<file path="config.mk">
export PLATFORM = sky130hd
export DESIGN_NAME = hstrb_wr_seq
export DESIGN_NICKNAME = d
export VERILOG_FILES = /design/src/rtl/hstrb_pkg.sv /design/src/rtl/hstrb_cfg_latch.sv /design/src/rtl/hstrb_phase_timer.sv /design/src/rtl/hstrb_stall_filter.sv /design/src/rtl/hstrb_wr_seq.sv
export SDC_FILE = /design/constraint.sdc
export NUM_CORES = 1
export LEC_CHECK = 0
export BUFFER_PORTS_ARGS = -buffer_cell sky130_fd_sc_hd__buf_2
export CAP_MARGIN = 15
export CORE_MARGIN = 2
export CORE_UTILIZATION = 30
export DETAILED_ROUTE_END_ITERATION = 12
export PLACE_DENSITY_LB_ADDON = 0.3
export RECOVER_POWER = 100
export REMOVE_ABC_BUFFERS = 1
export SLEW_MARGIN = 20
export SYNTH_ARGS = -nofsm -noshare
export SYNTH_HDL_FRONTEND = slang
export SYNTH_SLANG_ARGS = --single-unit
export TNS_END_PERCENT = 1
</file>
<file path="constraint.sdc">
create_clock -name clk -period 3.1 [get_ports clk]
set_input_delay 0.31 -clock clk [delete_from_list [all_inputs] [get_ports clk]]
set_output_delay 0.31 -clock clk [all_outputs]
set_load 0.01 [all_outputs]
</file>
<file path="src/rtl/hstrb_pkg.sv">
`timescale 1ns/1ps
package hstrb_pkg;

  localparam int unsigned NPH = 5;

  localparam int unsigned IX_ADDR  = 0;
  localparam int unsigned IX_SETUP = 1;
  localparam int unsigned IX_STRB  = 2;
  localparam int unsigned IX_HOLD  = 3;
  localparam int unsigned IX_RECOV = 4;

  typedef enum logic [2:0] {
    PH_IDLE  = 3'd0,
    PH_ADDR  = 3'd1,
    PH_SETUP = 3'd2,
    PH_STRB  = 3'd3,
    PH_HOLD  = 3'd4,
    PH_RECOV = 3'd5
  } hstrb_phase_e;

  // Lowest value each phase may run with; smaller programmed values are raised.
  function automatic int unsigned phase_floor(input int unsigned idx);
    case (idx)
      IX_ADDR:  return 2;
      IX_SETUP: return 2;
      IX_STRB:  return 1;
      default:  return 0;
    endcase
  endfunction

endpackage

</file>
<file path="src/rtl/hstrb_cfg_latch.sv">
`timescale 1ns/1ps
// Captures the per-phase timing values at request acceptance, raised to floors.
module hstrb_cfg_latch
  import hstrb_pkg::*;
#(
  parameter int CFG_W = 4,
  parameter int N_PH  = 5
) (
  input  logic                        clk,
  input  logic                        rst_n,
  input  logic                        load,
  input  logic [N_PH-1:0][CFG_W-1:0]  cfg_raw,
  output logic [N_PH-1:0][CFG_W-1:0]  cfg_eff
);

  for (genvar gi = 0; gi < N_PH; gi++) begin : g_ph
    localparam logic [CFG_W-1:0] FLOOR = CFG_W'(phase_floor(gi));
    logic [CFG_W-1:0] clamped;
    logic [CFG_W-1:0] eff_q;

    assign clamped = (cfg_raw[gi] < FLOOR) ? FLOOR : cfg_raw[gi];

    always_ff @(posedge clk or negedge rst_n) begin
      if (!rst_n) begin
        eff_q <= FLOOR;
      end else if (load) begin
        eff_q <= clamped;
      end
    end

    assign cfg_eff[gi] = eff_q;
  end

endmodule

</file>
<file path="src/rtl/hstrb_phase_timer.sv">
`timescale 1ns/1ps
// Counts clocks spent in the current phase; saturates so a long stall cannot wrap.
module hstrb_phase_timer #(
  parameter int CFG_W = 4
) (
  input  logic             clk,
  input  logic             rst_n,
  input  logic             restart,
  input  logic [CFG_W-1:0] limit,
  output logic             expired
);

  localparam logic [CFG_W-1:0] CNT_TOP = '1;
  localparam logic [CFG_W-1:0] CNT_ONE = CFG_W'(1);

  logic [CFG_W-1:0] cnt_q;

  always_ff @(posedge clk or negedge rst_n) begin
    if (!rst_n) begin
      cnt_q <= '0;
    end else if (restart) begin
      cnt_q <= '0;
    end else if (cnt_q != CNT_TOP) begin
      cnt_q <= cnt_q + CNT_ONE;
    end
  end

  assign expired = (cnt_q >= limit);

endmodule

</file>
<file path="src/rtl/hstrb_stall_filter.sv">
`timescale 1ns/1ps
// A stalled phase may end only when busy is low now and was low one clock ago.
module hstrb_stall_filter (
  input  logic clk,
  input  logic rst_n,
  input  logic busy_in,
  output logic clear
);

  logic busy_q;

  always_ff @(posedge clk or negedge rst_n) begin
    if (!rst_n) begin
      busy_q <= 1'b0;
    end else begin
      busy_q <= busy_in;
    end
  end

  assign clear = !busy_in && !busy_q;

endmodule

</file>
<file path="src/rtl/hstrb_wr_seq.sv">
`timescale 1ns/1ps
module hstrb_wr_seq
  import hstrb_pkg::*;
#(
  parameter int AW    = 16,
  parameter int DW    = 8,
  parameter int CFG_W = 4
) (
  input  logic             clk,
  input  logic             rst_n,
  input  logic             req_valid,
  output logic             req_ready,
  input  logic [AW-1:0]    req_addr,
  input  logic [DW-1:0]    req_data,
  input  logic [CFG_W-1:0] cfg_addr_len,
  input  logic [CFG_W-1:0] cfg_setup_len,
  input  logic [CFG_W-1:0] cfg_strobe_len,
  input  logic [CFG_W-1:0] cfg_hold_len,
  input  logic [CFG_W-1:0] cfg_recov_len,
  input  logic             tgt_busy,
  output logic             bus_cs_n,
  output logic             bus_strobe_n,
  output logic [AW-1:0]    bus_addr,
  output logic [DW-1:0]    bus_data
);

  hstrb_phase_e ph_q, ph_d;

  logic [NPH-1:0][CFG_W-1:0] cfg_raw;
  logic [NPH-1:0][CFG_W-1:0] cfg_eff;
  logic [CFG_W-1:0]          cur_lim;
  logic                      accept;
  logic                      tmr_done;
  logic                      stall_clear;
  logic                      in_access;
  logic [AW-1:0]             addr_q;
  logic [DW-1:0]             data_q;

  assign accept = req_valid && req_ready;

  assign cfg_raw[IX_ADDR]  = cfg_addr_len;
  assign cfg_raw[IX_SETUP] = cfg_setup_len;
  assign cfg_raw[IX_STRB]  = cfg_strobe_len;
  assign cfg_raw[IX_HOLD]  = cfg_hold_len;
  assign cfg_raw[IX_RECOV] = cfg_recov_len;

  hstrb_cfg_latch #(
    .CFG_W (CFG_W),
    .N_PH  (NPH)
  ) u_cfg (
    .clk     (clk),
    .rst_n   (rst_n),
    .load    (accept),
    .cfg_raw (cfg_raw),
    .cfg_eff (cfg_eff)
  );

  hstrb_phase_timer #(
    .CFG_W (CFG_W)
  ) u_tmr (
    .clk     (clk),
    .rst_n   (rst_n),
    .restart (ph_d != ph_q),
    .limit   (cur_lim),
    .expired (tmr_done)
  );

  hstrb_stall_filter u_stall (
    .clk     (clk),
    .rst_n   (rst_n),
    .busy_in (tgt_busy),
    .clear   (stall_clear)
  );

  always_comb begin
    unique case (ph_q)
      PH_ADDR:  cur_lim = cfg_eff[IX_ADDR];
      PH_SETUP: cur_lim = cfg_eff[IX_SETUP];
      PH_STRB:  cur_lim = cfg_eff[IX_STRB];
      PH_HOLD:  cur_lim = cfg_eff[IX_HOLD];
      PH_RECOV: cur_lim = cfg_eff[IX_RECOV];
      default:  cur_lim = '0;
    endcase
  end

  always_comb begin
    ph_d = ph_q;
    unique case (ph_q)
      PH_IDLE:  if (accept)                     ph_d = PH_ADDR;
      PH_ADDR:  if (tmr_done && stall_clear)    ph_d = PH_SETUP;
      PH_SETUP: if (tmr_done)                   ph_d = PH_STRB;
      PH_STRB:  if (tmr_done && stall_clear)    ph_d = PH_HOLD;
      PH_HOLD:  if (tmr_done)                   ph_d = PH_RECOV;
      PH_RECOV: if (tmr_done)                   ph_d = PH_IDLE;
      default:                                  ph_d = PH_IDLE;
    endcase
  end

  always_ff @(posedge clk or negedge rst_n) begin
    if (!rst_n) begin
      ph_q   <= PH_IDLE;
      addr_q <= '0;
      data_q <= '0;
    end else begin
      ph_q <= ph_d;
      if (accept) begin
        addr_q <= req_addr;
        data_q <= req_data;
      end
    end
  end

  assign in_access    = (ph_q == PH_ADDR) || (ph_q == PH_SETUP) ||
                        (ph_q == PH_STRB) || (ph_q == PH_HOLD);
  assign req_ready    = (ph_q == PH_IDLE);
  assign bus_cs_n     = !in_access;
  assign bus_strobe_n = (ph_q != PH_STRB);
  assign bus_addr     = in_access ? addr_q : '0;
  assign bus_data     = in_access ? data_q : '0;

endmodule

</file>
==> key figures <==
Route
  • DR vias/cell: 4.84
  • DRT iter0 DRCs: 110
  • Via count: 2020
  • Wirelength per Cell: 14.3 um
  • DRC viols: 0
  • Drt pass-1 iters: 4
  • Total wire length: 5.96 mm
  • Final ANT Viol Nets: 0

Critical path
  • Crit-path max cell delay: 0.50 ns
  • Crit end category: flop
  • Critical Path AT: 2.98 ns
  • Worst Setup Start Kind: flop
  • Critical-path top delay cell: a2111oi_2
  • Reg2Reg Depth: 8
  • Kind of critical path: flop to flop
  • Reg-to-reg critical path endpoint: ph_q[2]
  • Worst Path Max Fanout: 7
  • R2r setup slk: 0.31 ns
  • Crit-path cells: nor2b_1, a221o_1, a32o_1, ha_1, nand2b_1, a2111oi_2, nor3_1, a31o_2
  • Worst r2r src: ph_q[1]
  • Critical path required time: 3.29 ns
  • Crit path max-delay family: compound AO/OA/AOI/OAI gates
  • Critical path buffer and inverter count: 0

Flow run
  • # Max-Cap Violations: 0

Cells and area
  • Multi-input gate area: 1280 um2
  • Register area: 1310 um2
  • Filler cell count: 901
  • Antenna cell count: 0
  • Fraction of layout cells with a size suffix above 1: 36.2%
  • Finished Layout Cells: 417
  • Post-route cell area: 3200 um2
  • Area growth, synth to finish: 17.3%
  • Layout Nets: 362

STA
  • Final Critical Period: 2.79 ns
  • Setup tns final: 0 ns
  • Relative slew slack: 4.49%
  • Final Hold Fails: 0
  • Final setup viols: 0
  • Final Skew: 0.00703 ns
  • Fmax: 359 MHz
  • Tightest Pin Transition: 1.43 ns
  • RSZ-0062 raised after global routing: no
  • Tcrit/Tclk final: 90.0%
  • Fin. max-slew vios: 0

Place
  • Number of port buffers: 74
  • Routability cong.: 0.804
  • Instance area after placement: 3170 um2
  • Inst Count DP: 409
  • Post-DP HPWL: 4.38 mm

Global routing
  • First-pass GRT wire length: 9.81 mm
  • Largest net degree at the start of global routing: 50
  • GRT Util Overall: 12.3%
  • Vias in the first global route: 1985
  • Initial antenna violation count: 0
  • Gr ovfl total: 0

Power
  • Power share of the combinational group: 55.0%
  • PwrDens: 1120 nW/um2
  • Sequential power share: 34.3%
  • Static Leak: 1.41 nW
  • Power Internal: 2.14 mW
  • Clk pwr share: 10.7%
  • Max VDD drop: 0.425 mV
  • Net Sw Power: 1.44 mW
  • Switch share: 40.3%

Hold path
  • Hold Path Class: input port to flop
  • Hold path start: tgt_busy
  • Hold Path End: u_stall.busy_q
  • Worst hold path depth: 1

Run status
  • Status: complete, no violations

CTS
  • Post-cts sizing count: 0
  • TritonCTS buffer count: 5
  • Post-CTS setup buffer count: 0
  • Num Clock Sinks: 52
  • CTS tree: yes
  • CTS Buffer Depth: 2
  • Hold-fix buffers, CTS: 0
  • Root Buffer: clkbuf_8
  • Clock-pin transition on the worst setup and hold timing paths: 0.09 ns
  • H-tree depth: 2
  • Clock Latency Late Sink: 0.30 ns

Floorplanning
  • Core Area: 8760 um2
  • FP Rows: 34
  • Die span in x: 99.4 um
  • Die H: 99.4 um
  • Die ar.: 9890 um2
  • Initial Util: 31.2%
  • Io pins: 75

Logic synthesis
  • Yosys reg bits: 52
  • Syn Area/Cell: 11.6 um2
  • Ys Warns: 0
  • Post-synth ARST share: 100%
  • Post-synth EDFFs: 0
  • Cell variety after synth: 47
  • Post-Syn Instances: 236
  • Top_reg_cell synth: dfrtp_1
  • Register area share after synthesis: 47.8%
  • Mapped Area: 2730 um2
cell type report:
class | instances | area share (%)
Tap cell | 108 | 4.22
Timing Repair Buffer | 79 | 11.8
Sequential cell | 52 | 40.7
Clock buffer | 7 | 2.38
Multi-Input combinational cell | 163 | 39.8
Inverter | 7 | 0.820
Clock inverter | 1 | 0.273
power groups by stage:
| stage | clock, mW | combinational, mW | sequential, mW |
|---|---|---|---|
| detailed placement | 0 | 2.04 | 1.25 |
| global route | 0.433 | 2.18 | 1.28 |
| global placement | 0 | 2.03 | 1.24 |
| CTS | 0.400 | 2.05 | 1.24 |
| floorplan | 0 | 1.42 | 1.21 |
| finish | 0.384 | 1.97 | 1.23 |
synth_stat cells, types with 4 or more instances:
master,n,area share (%)
a221oi_1,4,1.3
ha_1,6,2.7
mux2_1,7,2.9
nor2_1,15,2.1
nand3_1,8,1.5
a21oi_1,4,0.73
buf_6,5,2.1
dfrtp_1,49,45
inv_1,6,0.82
mux2_2,33,14
nor3_1,9,1.6
mux2i_1,5,1.8
clkbuf_1,4,0.55
o21ai_0,6,1.1
and2_1,25,5.7
per-stage QoR:
step                power, mW  util [%]  setup slack, ns  hold WS, ns
floorplan                2.63         -            0.351       0.0144
global placement         3.27      36.2            0.401        0.345
detailed placement       3.30      36.2            0.344        0.352
CTS                      3.69      37.1            0.323       0.0157
global route             3.90      36.6            0.100        0.131
finish                   3.58      36.6            0.311        0.131
state kept, by name, summed over array words and instances, names as in the netlist:
signal / cells
addr_q: 16
data_q: 8
ph_q: 3
u_cfg.g_ph.eff_q: 20
u_stall.busy_q: 1
u_tmr.cnt_q: 4
logic make-up (layout without fill, tap and decap cells):
logic type,after synthesis,after routing,synth area share [%]
and+or+nand+nor,72,72,14.3
DFF,52,52,47.8
muxes,45,45,18.3
AOI/OAI and AO/OA,39,39,11.1
buffers and inverters,21,94,5.40
adders and majority gates,6,6,2.75
xor gates and xnor gates,1,1,0.321
cell usage in the layout (no fill, tap or decap), types with 4 or more instances in the layout:
| master | count |
|---|---|
| buf_2 | 57 |
| dfrtp_1 | 49 |
| mux2_2 | 33 |
| clkbuf_1 | 21 |
| nor2_1 | 15 |
| and2_1 | 13 |
| and2_0 | 11 |
| nor3_1 | 10 |
| nand3_1 | 8 |
| mux2_1 | 7 |
| inv_1 | 6 |
| o21ai_0 | 6 |
| ha_1 | 6 |
| mux2i_1 | 5 |
| clkbuf_8 | 5 |
| a221oi_1 | 4 |
| a21oi_1 | 4 |
per-layer routing:
metal / track usage, % / part of all wire (%) / up-vias
met4: 3.16 / 0.69 / 0
met2: 21.1 / 53 / 31
met3: 1.97 / 2.4 / 2
li1: - / - / 988
met5: 0 / 0 / -
met1: 16.3 / 44 / 999
worst reg2reg max path, cell delays in order (launching register included):
cell       delay [ns]
dfrtp_1          0.46
nor2b_1          0.23
a221o_1          0.37
a32o_1           0.26
ha_1             0.26
nand2b_1         0.17
a2111oi_2        0.50
nor3_1           0.15
a31o_2           0.27
worst max path at each step:
stage	from	to	cells past startpoint
5_1_grt	ph_q[2]	u_cfg.g_ph[0].eff_q[0]	6
2_1_floorplan	ph_q[1]	ph_q[2]	8
6_report	ph_q[1]	ph_q[2]	8
3_5_place_dp	ph_q[1]	ph_q[2]	8
3_3_place_gp	ph_q[1]	ph_q[2]	8
4_1_cts	ph_q[1]	ph_q[2]	8
(Power assumes the default switching activity.)
